===== config.mk =====
export PLATFORM = sky130hd
export DESIGN_NAME = cdl_rx_top
export DESIGN_NICKNAME = d
export VERILOG_FILES = /design/src/rtl/cdl_rx_pkg.sv /design/src/rtl/cdl_line_sync.sv /design/src/rtl/cdl_hs_fsm.sv /design/src/rtl/cdl_byte_asm.sv /design/src/rtl/cdl_frame_trk.sv /design/src/rtl/cdl_rx_top.sv
export SDC_FILE = /design/constraint.sdc
export NUM_CORES = 1
export LEC_CHECK = 0
export CAP_MARGIN = 30
export CORE_MARGIN = 10
export CORE_UTILIZATION = 55
export CTS_BUF_LIST = sky130_fd_sc_hd__clkbuf_4
export CTS_CLUSTER_SIZE = 16
export DETAILED_ROUTE_END_ITERATION = 6
export DONT_BUFFER_PORTS = 1
export PLACE_DENSITY = 0.72
export SKIP_LAST_GASP = 1
export SLEW_MARGIN = 0
export SYNTH_ARGS = -nofsm -noshare
export SYNTH_HDL_FRONTEND = slang
export SYNTH_SLANG_ARGS = --single-unit

===== constraint.sdc =====
create_clock -name clk -period 5.4 [get_ports clk]
set_clock_uncertainty 0.05 [all_clocks]
set_input_delay 0 -clock clk [delete_from_list [all_inputs] [get_ports clk]]
set_output_delay 0 -clock clk [all_outputs]
set_load 0.02 [all_outputs]

===== src/rtl/cdl_rx_pkg.sv =====
package cdl_rx_pkg;
  typedef enum logic [2:0] {
    HS_IDLE  = 3'd0,
    HS_PEND  = 3'd1,
    HS_ACK   = 3'd2,
    HS_DRAIN = 3'd3,
    HS_BREAK = 3'd4
  } hs_state_e;
endpackage


===== src/rtl/cdl_line_sync.sv =====
module cdl_line_sync #(
  parameter int WIDTH  = 2,
  parameter int STAGES = 2
) (
  input  logic             clk,
  input  logic             rst_n,
  input  logic [WIDTH-1:0] d,
  output logic [WIDTH-1:0] q
);
  logic [WIDTH-1:0] stg [STAGES];

  always_ff @(posedge clk or negedge rst_n) begin
    if (!rst_n) begin
      for (int i = 0; i < STAGES; i++) stg[i] <= '1;
    end else begin
      stg[0] <= d;
      for (int i = 1; i < STAGES; i++) stg[i] <= stg[i-1];
    end
  end

  assign q = stg[STAGES-1];
endmodule


===== src/rtl/cdl_hs_fsm.sv =====
module cdl_hs_fsm
  import cdl_rx_pkg::*;
(
  input  logic clk,
  input  logic rst_n,
  input  logic s_one,
  input  logic s_zero,
  output logic pull_one,
  output logic pull_zero,
  output logic bit_stb,
  output logic bit_val,
  output logic brk_stb
);
  hs_state_e state, nxt;
  logic bit_q, bit_nxt;
  logic both_low, both_high, data_high;

  assign both_low  = !s_one && !s_zero;
  assign both_high = s_one && s_zero;
  assign data_high = bit_q ? s_one : s_zero;

  always_comb begin
    nxt     = state;
    bit_nxt = bit_q;
    unique case (state)
      HS_IDLE: begin
        if (both_low) nxt = HS_BREAK;
        else if (!s_one) begin nxt = HS_PEND; bit_nxt = 1'b1; end
        else if (!s_zero) begin nxt = HS_PEND; bit_nxt = 1'b0; end
      end
      HS_PEND:  nxt = both_low ? HS_BREAK : HS_ACK;
      HS_ACK:   if (data_high) nxt = HS_DRAIN;
      HS_DRAIN: if (both_high) nxt = HS_IDLE;
      HS_BREAK: if (both_high) nxt = HS_IDLE;
      default:  nxt = HS_IDLE;
    endcase
  end

  always_ff @(posedge clk or negedge rst_n) begin
    if (!rst_n) begin
      state <= HS_IDLE;
      bit_q <= 1'b0;
    end else begin
      state <= nxt;
      bit_q <= bit_nxt;
    end
  end

  assign bit_stb   = (state == HS_PEND) && (nxt == HS_ACK);
  assign bit_val   = bit_q;
  assign brk_stb   = (state != HS_BREAK) && (nxt == HS_BREAK);
  assign pull_zero = (state == HS_ACK) && bit_q;
  assign pull_one  = (state == HS_ACK) && !bit_q;

  AST_ACK_EXCL: assert property (@(posedge clk) disable iff (!rst_n)
    !(pull_one && pull_zero));
  AST_ACK_HOLD_ONE: assert property (@(posedge clk) disable iff (!rst_n)
    (pull_zero && !s_one) |=> pull_zero);
  AST_ACK_HOLD_ZERO: assert property (@(posedge clk) disable iff (!rst_n)
    (pull_one && !s_zero) |=> pull_one);
  AST_ACK_AFTER_ONE: assert property (@(posedge clk) disable iff (!rst_n)
    $rose(pull_zero) |-> $past(bit_stb && bit_val));
  AST_ACK_AFTER_ZERO: assert property (@(posedge clk) disable iff (!rst_n)
    $rose(pull_one) |-> $past(bit_stb && !bit_val));
  AST_BRK_NO_ACK: assert property (@(posedge clk) disable iff (!rst_n)
    brk_stb |=> (!pull_one && !pull_zero));
endmodule


===== src/rtl/cdl_byte_asm.sv =====
module cdl_byte_asm #(
  parameter int BYTE_W = 8
) (
  input  logic              clk,
  input  logic              rst_n,
  input  logic              bit_stb,
  input  logic              bit_val,
  input  logic              brk_stb,
  output logic              byte_vld,
  output logic [BYTE_W-1:0] byte_data
);
  localparam int CNT_W = $clog2(BYTE_W);
  localparam logic [CNT_W-1:0] LAST = CNT_W'(BYTE_W - 1);

  logic [BYTE_W-1:0] sh;
  logic [CNT_W-1:0]  cnt;
  logic [BYTE_W-1:0] shifted;

  assign shifted = {sh[BYTE_W-2:0], bit_val};

  always_ff @(posedge clk or negedge rst_n) begin
    if (!rst_n) begin
      sh        <= '0;
      cnt       <= '0;
      byte_vld  <= 1'b0;
      byte_data <= '0;
    end else begin
      byte_vld <= 1'b0;
      if (brk_stb) begin
        cnt <= '0;
      end else if (bit_stb) begin
        sh <= shifted;
        if (cnt == LAST) begin
          cnt       <= '0;
          byte_vld  <= 1'b1;
          byte_data <= shifted;
        end else begin
          cnt <= cnt + 1'b1;
        end
      end
    end
  end

  AST_BYTE_NEEDS_BIT: assert property (@(posedge clk) disable iff (!rst_n)
    byte_vld |-> $past(bit_stb));
  AST_BYTE_ONE_CYCLE: assert property (@(posedge clk) disable iff (!rst_n)
    byte_vld |=> !byte_vld);
endmodule


===== src/rtl/cdl_frame_trk.sv =====
module cdl_frame_trk #(
  parameter int BYTE_W = 8,
  parameter int IDX_W  = BYTE_W - 1
) (
  input  logic                clk,
  input  logic                rst_n,
  input  logic                byte_vld,
  input  logic [BYTE_W-1:0]   byte_data,
  input  logic                brk_stb,
  output logic                out_vld,
  output logic [BYTE_W-1:0]   out_data,
  output logic                out_hdr,
  output logic [IDX_W-1:0]    out_idx,
  output logic                wr_flag,
  output logic [IDX_W-1:0]    blk_size,
  output logic [2*BYTE_W-1:0] addr,
  output logic                online
);
  localparam int ADDR_W    = 2 * BYTE_W;
  localparam int HDR_BYTES = 3;

  function automatic logic hdr_write(input logic [BYTE_W-1:0] b);
    return b[BYTE_W-1];
  endfunction

  function automatic logic [IDX_W-1:0] hdr_size(input logic [BYTE_W-1:0] b);
    return b[IDX_W-1:0];
  endfunction

  function automatic logic in_header(input logic [IDX_W-1:0] idx);
    return idx < IDX_W'(HDR_BYTES);
  endfunction

  function automatic logic block_done(input logic [IDX_W:0] next_cnt,
                                      input logic [IDX_W-1:0] size);
    return next_cnt >= {1'b0, size};
  endfunction

  logic             expect_hdr;
  logic [IDX_W-1:0] cnt;
  logic [IDX_W-1:0] cur_idx, cur_size;
  logic [IDX_W:0]   nxt_cnt;
  logic             done;

  assign cur_idx  = expect_hdr ? '0 : cnt;
  assign cur_size = expect_hdr ? hdr_size(byte_data) : blk_size;
  assign nxt_cnt  = {1'b0, cur_idx} + 1'b1;
  assign done     = block_done(nxt_cnt, cur_size);

  always_ff @(posedge clk or negedge rst_n) begin
    if (!rst_n) begin
      expect_hdr <= 1'b1;
      cnt        <= '0;
      online     <= 1'b0;
      out_vld    <= 1'b0;
      out_data   <= '0;
      out_hdr    <= 1'b0;
      out_idx    <= '0;
      wr_flag    <= 1'b0;
      blk_size   <= '0;
      addr       <= '0;
    end else begin
      out_vld <= 1'b0;
      if (byte_vld) begin
        out_vld  <= 1'b1;
        out_data <= byte_data;
        out_hdr  <= in_header(cur_idx);
        out_idx  <= cur_idx;
        if (expect_hdr) begin
          wr_flag  <= hdr_write(byte_data);
          blk_size <= hdr_size(byte_data);
          addr     <= '0;
        end else if (cur_idx == IDX_W'(1)) begin
          addr[ADDR_W-1 -: BYTE_W] <= byte_data;
        end else if (cur_idx == IDX_W'(2)) begin
          addr[BYTE_W-1:0] <= byte_data;
        end
        if (done) begin
          online     <= 1'b0;
          expect_hdr <= 1'b1;
          cnt        <= '0;
        end else begin
          online     <= 1'b1;
          expect_hdr <= 1'b0;
          cnt        <= nxt_cnt[IDX_W-1:0];
        end
      end else if (brk_stb && online) begin
        online <= 1'b0;
      end
    end
  end

  AST_ONLINE_AFTER_HDR: assert property (@(posedge clk) disable iff (!rst_n)
    (byte_vld && expect_hdr && (hdr_size(byte_data) > IDX_W'(1))) |=> online);
  AST_OFFLINE_ON_BRK: assert property (@(posedge clk) disable iff (!rst_n)
    (brk_stb && online && !byte_vld) |=> !online);
  AST_PAYLOAD_IN_BLOCK: assert property (@(posedge clk) disable iff (!rst_n)
    (out_vld && !out_hdr) |-> (out_idx < blk_size));
  AST_BRK_KEEPS_HDR: assert property (@(posedge clk) disable iff (!rst_n)
    (brk_stb && expect_hdr && !byte_vld) |=> expect_hdr);
endmodule


===== src/rtl/cdl_rx_top.sv =====
module cdl_rx_top #(
  parameter int BYTE_W      = 8,
  parameter int SYNC_STAGES = 2
) (
  input  logic                clk,
  input  logic                rst_n,
  input  logic                line_one_i,
  input  logic                line_zero_i,
  output logic                pull_one_o,
  output logic                pull_zero_o,
  output logic                byte_valid_o,
  output logic [BYTE_W-1:0]   byte_data_o,
  output logic                byte_is_hdr_o,
  output logic [BYTE_W-2:0]   byte_idx_o,
  output logic                wr_flag_o,
  output logic [BYTE_W-2:0]   blk_size_o,
  output logic [2*BYTE_W-1:0] addr_o,
  output logic                online_o
);
  localparam int IDX_W = BYTE_W - 1;

  logic [1:0]        lines_sync;
  logic              s_one, s_zero;
  logic              bit_stb, bit_val, brk_stb;
  logic              asm_vld;
  logic [BYTE_W-1:0] asm_data;

  cdl_line_sync #(.WIDTH(2), .STAGES(SYNC_STAGES)) u_sync (
    .clk (clk),
    .rst_n (rst_n),
    .d ({line_one_i, line_zero_i}),
    .q (lines_sync)
  );
  assign s_one  = lines_sync[1];
  assign s_zero = lines_sync[0];

  cdl_hs_fsm u_hs (
    .clk (clk),
    .rst_n (rst_n),
    .s_one (s_one),
    .s_zero (s_zero),
    .pull_one (pull_one_o),
    .pull_zero (pull_zero_o),
    .bit_stb (bit_stb),
    .bit_val (bit_val),
    .brk_stb (brk_stb)
  );

  cdl_byte_asm #(.BYTE_W(BYTE_W)) u_asm (
    .clk (clk),
    .rst_n (rst_n),
    .bit_stb (bit_stb),
    .bit_val (bit_val),
    .brk_stb (brk_stb),
    .byte_vld (asm_vld),
    .byte_data (asm_data)
  );

  cdl_frame_trk #(.BYTE_W(BYTE_W), .IDX_W(IDX_W)) u_frame (
    .clk (clk),
    .rst_n (rst_n),
    .byte_vld (asm_vld),
    .byte_data (asm_data),
    .brk_stb (brk_stb),
    .out_vld (byte_valid_o),
    .out_data (byte_data_o),
    .out_hdr (byte_is_hdr_o),
    .out_idx (byte_idx_o),
    .wr_flag (wr_flag_o),
    .blk_size (blk_size_o),
    .addr (addr_o),
    .online (online_o)
  );

  AST_RESET_QUIET: assert property (@(posedge clk) disable iff (!rst_n)
    $rose(rst_n) |-> (!pull_one_o && !pull_zero_o && !online_o));
endmodule


# Word-level counts from Yosys, hierarchy flattened
# Index checks and enable logic that the tools add are counted.
dict set report classes {
  n_addsub 2
  order_cmp 2
  eq_ne 12
  mux 28
  n_bitwise 2
  reduce_logical 22
}
# operator n
set op_table {}
lappend op_table {{3-bit 2-to-1 mux} 9}
lappend op_table {{8-bit 2-to-1 mux} 3}
lappend op_table {{7-bit 2-to-1 mux} 3}
lappend op_table {{16-bit 2-to-1 mux} 1}
lappend op_table {{3-bit one-hot mux with 4 select lines} 1}
lappend op_table {{1-bit 2-to-1 mux} 11}
lappend op_table {{3-bit by 2-bit == test with 1-bit output, second input constant} 3}
lappend op_table {{3-bit == test, second input constant} 3}
lappend op_table {{3-bit AND reduction} 3}
lappend op_table {{7-bit by 1-bit adder with 8-bit output, second input constant} 1}
lappend op_table {{8-bit by 7-bit greater-or-equal comparator with 1-bit output} 1}
lappend op_table {{2-bit nonzero test} 4}
lappend op_table {{7-bit by 1-bit == test with 1-bit output, second input constant} 1}
lappend op_table {{7-bit by 2-bit == test with 1-bit output, second input constant} 1}
lappend op_table {{1-bit logical AND} 7}
lappend op_table {{7-bit by 2-bit < comparator with 1-bit output, second input constant} 1}
lappend op_table {{2-bit AND reduction} 3}
lappend op_table {{3-bit by 1-bit adder with 3-bit output, second input constant} 1}
lappend op_table {{3-bit by 1-bit == test with 1-bit output, second input constant} 1}
lappend op_table {{1-bit zero test} 3}
lappend op_table {{3-bit zero test} 1}
lappend op_table {{3-bit inequality test, second input constant} 1}
lappend op_table {{2-bit by 1-bit inequality test with 1-bit output, second input constant} 1}
lappend op_table {{2-bit inequality test, second input constant} 1}
lappend op_table {{2 further kinds} 3}
dict set report word_totals {
  ff_bits 77
  input_bits 4
  output_inout_bits 44
}

# Logic depth before layout (Yosys ltp)
dict set report depth {
  ltp_word 9
  depth_mapped 11
}

# Cells and area by module
# From an unflattened synthesis, not the netlist that was laid out.
dict set report unflattened {
  cells_unflattened 292
  area_unflattened_um2 3480.8
}
# mod n_inst cells_per_inst area_per_inst_um2 seq_area_each_um2
set by_module_without_submodules {}
lappend by_module_without_submodules {cdl_frame_trk 1 204 2249.7 1252.5}
lappend by_module_without_submodules {cdl_byte_asm 1 48 803.3 475.5}
lappend by_module_without_submodules {cdl_hs_fsm 1 34 307.8 100.1}
lappend by_module_without_submodules {cdl_line_sync 1 6 120.1 105.1}

# Worst setup path after synthesis
# Ideal clock, no wire load.
dict set report synth_timing {
  kind {reg2reg}
  startpoint {reg u_frame.expect_hdr}
  endpoint {reg u_frame.cnt[4]}
  setup_ps 110
  arrival_ps 2464
  t_required_ps 5240
  path_slack_ps 2776
  path_stages_with_launch 9
  path_cell_list {dfstp_2 > buf_6 > clkbuf_1 > mux2_2 > ha_1 > nand2b_1 > a2111oi_0 > o21ai_1 > o41ai_1}
}
# item line
set synth_lines {}
lappend synth_lines {{start: declaration} cdl_frame_trk.sv:39} ;# logic expect_hdr;
lappend synth_lines {{start signal: assignment} cdl_frame_trk.sv:52} ;# expect_hdr <= 1'b1;
lappend synth_lines {{start signal: assignment} cdl_frame_trk.sv:80} ;# expect_hdr <= 1'b1;
lappend synth_lines {{start signal: assignment} cdl_frame_trk.sv:84} ;# expect_hdr <= 1'b0;
lappend synth_lines {{7-bit 2-to-1 mux} n/a}
lappend synth_lines {{named net u_frame.cur_size[0]} cdl_frame_trk.sv:41} ;# logic [IDX_W-1:0] cur_idx, cur_size;
lappend synth_lines {{8-bit by 7-bit greater-or-equal comparator with 1-bit output} cdl_frame_trk.sv:36} ;# return next_cnt >= {1'b0, size};
lappend synth_lines {{7-bit 2-to-1 mux} cdl_frame_trk.sv:78} ;# if (done) begin
lappend synth_lines {{end signal: assignment} cdl_frame_trk.sv:85} ;# cnt <= nxt_cnt[IDX_W-1:0];
lappend synth_lines {{end: declaration} cdl_frame_trk.sv:40} ;# logic [IDX_W-1:0] cnt;
# The timed path passes the listed nets, and every way through them passes these cells.
# A chain may end at the register's enable or synchronous reset.

# Worst setup path in the final report
dict set report layout_timing {
  startpoint {reg u_frame.expect_hdr}
  endpoint {reg u_frame.online}
}
dict set report layout_via {
  elab_chain_len 5
}
# item line
set layout_rtl {}
lappend layout_rtl {{7-bit 2-to-1 mux} cdl_frame_trk.sv:45} ;# assign cur_idx = expect_hdr ? '0 : cnt;
lappend layout_rtl {{named net u_frame.cur_idx[0]} cdl_frame_trk.sv:41}
lappend layout_rtl {{7-bit by 1-bit adder with 8-bit output} cdl_frame_trk.sv:47} ;# assign nxt_cnt = {1'b0, cur_idx} + 1'b1;
lappend layout_rtl {{8-bit by 7-bit greater-or-equal comparator with 1-bit output} cdl_frame_trk.sv:36}
lappend layout_rtl {{1-bit 2-to-1 mux} cdl_frame_trk.sv:78}
lappend layout_rtl {{1-bit 2-to-1 mux} cdl_frame_trk.sv:64} ;# if (byte_vld) begin
lappend layout_rtl {{end signal: assignment} cdl_frame_trk.sv:54} ;# online <= 1'b0;
lappend layout_rtl {{end signal: assignment} cdl_frame_trk.sv:79} ;# online <= 1'b0;
lappend layout_rtl {{end signal: assignment} cdl_frame_trk.sv:83} ;# online <= 1'b1;
lappend layout_rtl {{end: declaration} cdl_frame_trk.sv:17} ;# output logic online
# The timed path passes the listed nets, and every way through them passes these cells.

==> results summary <==
The power share of the sequential group is 57.6%. The clock latency reported for the late side of the worst-skew pair is 0.42 ns. The data required time at the worst endpoint came out at 5.61 ns.

Among all flip-flop cells after synthesis, the most frequent one is dfrtp_1. TritonCTS built the clock tree. Headroom to the max-slew limit came out at 35.0%. The first global-routing pass estimated 11.3 mm of wire. The detailed-router iteration count before antenna repair is 4.

The clock edge transition at the registers on the reported setup and hold paths is 0.12 ns. For this run, the number of Yosys warnings is 0. The die is 99.0 microns wide. Measured on the finished design, the core utilization comes to 61.5%. The leakage power is 1.76 nW. The count of boundary I/O pins is 48. The number of global-route vias before repair is 2173. The total inserted antenna cells is 0. The actual transition at the worst max-transition pin is 0.961 ns. dfrtp_1 is the most common cell in the netlist. The area of the die is 9800 sq um. In this run the power density over the cells is 315 nW/um^2. The number of buffers inserted by post-CTS setup repair came out at 0.

The share of Yosys cell area claimed by the top area cell type is 52.5%. The internal cell power is 0.847 mW. Setup repair after global routing left no endpoint under its margin.

The nature of the critical path endpoint is a flop. Yosys mapped the design onto 49 distinct sky130hd cell types. In this run the worst hold path is classified as input pin to async pin. The number of DRC markers in iteration 0 is 73.

The area of the core is 5990 sq um. The number of levels the H-tree was split into is 3. For this configuration, the core starts out at a cell density of 57.3%. The number of failing setup endpoints in the final timing report came out at 0.

The flow ran to the end, and the final reports show no timing, DRC or antenna violations. In this run, CTS created clock tree buffers numbering 9. The proportion of synthesized chip area in sequential cells is 56.3%. In the final design database the tool counted 305 nets. Entering global routing, the biggest net connects 78 pins. In the final routed layout, each cell accounts on average for 17.7 microns. The initial antenna violation count came to 0. The number of instances resized during post-cts repair is 0. In the post-synthesis netlist, the biggest area contributors are dfrtp_1 (52%), mux2_2 (9.2%), ha_1 (5.1%). The routed layout has 2106 vias. The net count after synthesis is 302. Summed over all layers, the routed wires come to 6.50 mm. The number of buffers added on ports came out at 0. The worst-case clock buffer depth came out at 2.

STA classifies the critical path startpoint as a flop. The number of flops mapped to enable cells by yosys came out at 0. The post-synthesis average cell area came out at 12.1 sq um. The HPWL after detailed placement is 4.59 mm. The number of storage elements in the synthesis netlist is 77. In the finished design, the share of the clock period the worst path needs comes to 58.2%. The area overhead of the layout relative to synthesis came out at 7.44%. The endpoint arrival time on the critical path is 3.35 ns. The total power after layout came out at 1.16 mW. Counting flops with an async set or reset pin after synthesis yields a share of 100%.

For this run, the total global-route usage over all layers was measured as 14.2%. The proportion of power drawn by the clock network is 33.1%. Using the TritonRoute via totals, the vias-per-cell ratio works out to 5.74. The number of hold violations in the final report came to 0.

The cell type with the highest aggregate area in the netlist is dfrtp_1. The cts-stage hold buffer count came out at 4. The clock period minus worst slack is 3.14 ns. The count of nets left with antenna violations after detail routing is 0. The peak clock frequency supported by timing is 318 MHz. Setup total negative slack on the finished layout was measured at 0 ns. The power share of the combinational group is 9.2%. The share of final-layout standard cells stronger than drive strength 1 came out at 21.9%. The largest fanout on the critical path is 26. The max-capacitance violation count is 0. From bottom edge to top edge, the die measures 99.0 microns. The synthesized cell area came out at 3430 sq um. In the synthesized netlist, the cells that appear most often are dfrtp_1 (72), nand2_1 (31), mux2_2 (28), inv_1 (19), ha_1 (14). The clock sink count is 77. The critical path class is flop to flop. The analysis attributes to net switching a power of 0.314 mW. The final count of pins violating max slew came out at 0. IR analysis of the VDD net gives a maximum drop of 216 uV. The DRC violation count after routing is 0. The synthesized netlist cell count came out at 284. The switching share of total power is 27.0%.

The final weighted congestion in routability-driven placement is 0.826. The floorplan has 28 rows. The total global routing overflow is 0. The tree is rooted in a clkbuf_4.
-- power by group through the flow --
stage          logic (mW)  clock network [mW]  registers [mW]
4_1_cts             0.110               0.392           0.669
3_5_place_dp       0.0953                   0           0.680
6_report            0.107               0.385           0.669
5_1_grt             0.129               0.419           0.679
2_1_floorplan       0.101                   0           0.651
3_3_place_gp       0.0901                   0           0.678
-- worst max-delay path: stages (launching register included) --
cell	delay, ns
dfstp_2	0.88
nor2b_1	0.24
ha_1	0.29
nand2_1	0.08
xor2_1	0.20
nor2_1	0.07
ha_1	0.31
o2111ai_1	0.12
o21ai_1	0.54
o32ai_1	0.20
-- state kept, by name (all words and copies together) (netlist names), 2 cells and up --
| name | cells |
|---|---|
| u_asm.byte_data | 8 |
| u_asm.cnt | 3 |
| u_asm.sh | 7 |
| u_frame.addr | 16 |
| u_frame.blk_size | 7 |
| u_frame.cnt | 7 |
| u_frame.out_data | 8 |
| u_frame.out_idx | 7 |
| u_hs.state | 3 |
| u_sync.q | 2 |
| u_sync.stg | 2 |
-- area by class of cell --
cell class                 count  area, sq um
fill                         470         2300
sequential                    77         1930
multi-input combinational    175         1370
tap                           75         93.8
clock inverter                 7         88.8
inverter                      19         71.3
clock buffer                   9         67.6
timing repair buffer           5         65.1
-- cells in the final DEF (no fill, tap or decap), types with 2 or more instances in the layout --
| cell | synthesis | routed |
|---|---|---|
| bufinv_16 | 0 | 2 |
| mux2_2 | 28 | 28 |
| clkbuf_4 | 0 | 9 |
| or3_1 | 2 | 2 |
| dlygate4sd3_1 | 0 | 3 |
| o41ai_1 | 2 | 2 |
| a21oi_1 | 3 | 3 |
| dfrtp_1 | 72 | 72 |
| xnor2_1 | 3 | 3 |
| inv_1 | 19 | 19 |
| o32ai_1 | 5 | 5 |
| a22o_2 | 8 | 8 |
| o21a_1 | 2 | 2 |
| nand3b_1 | 4 | 4 |
| nand3_1 | 3 | 3 |
| clkinv_1 | 0 | 2 |
| nor2_1 | 12 | 12 |
| o21ai_0 | 11 | 11 |
| a22o_1 | 8 | 8 |
| nand2b_1 | 5 | 5 |
| o22ai_1 | 2 | 2 |
| ha_1 | 14 | 14 |
| dfstp_2 | 5 | 5 |
| nor4_1 | 2 | 2 |
| xor2_1 | 2 | 2 |
| nand2_1 | 31 | 31 |
| mux2i_1 | 6 | 6 |
-- final timing paths --
kind	start	end	slack [ns]	cells past startpoint
worst min register to register	u_sync.stg[2]	u_sync.q[0]	0.31	0
worst max register to register	u_frame.expect_hdr	u_frame.online	2.26	9
max in group asynchronous	rst_n	u_sync.stg[3]	4.90	2
worst min-delay path	rst_n	u_asm.sh[6]	0.05	2
worst max-delay path	u_frame.expect_hdr	u_frame.online	2.26	9
min in group clk	line_zero_i	u_sync.stg[2]	0.07	1
-- through the flow --
step | std cells | hold WS (ns) | instance area [sq um] | setup WS (ns)
floorplan | 284 | -0.346 | 3430 | 2.78
detailed placement | 347 | -0.343 | 3470 | 2.30
CTS | 367 | 0.0509 | 3690 | 2.27
global route | 367 | 0.0511 | 3690 | 2.08
global placement | 347 | -0.342 | 3470 | 2.41
finish | 367 | 0.0533 | 3690 | 2.26
-- kinds of logic after synthesis --
group	after synthesis	synth area share, %
multiplexers	34	10.9
XOR/XNOR	5	1.28
AO/OA/AOI/OAI	49	10.8
AND/OR/NAND/NOR	73	11.7
buffers and inverters	32	3.83
flip-flops	77	56.3
adder cells (fa/ha/maj)	14	5.10
-- metal layers --
metal  vias up  share of wire [%]  track usage, %
li1       1020                  -               -
met4         0                1.9            5.40
met1      1029                 46            17.7
met3        14                5.8            5.38
met2        43                 46            21.7
met5         -                  0               0
(Power assumes the default switching activity.)
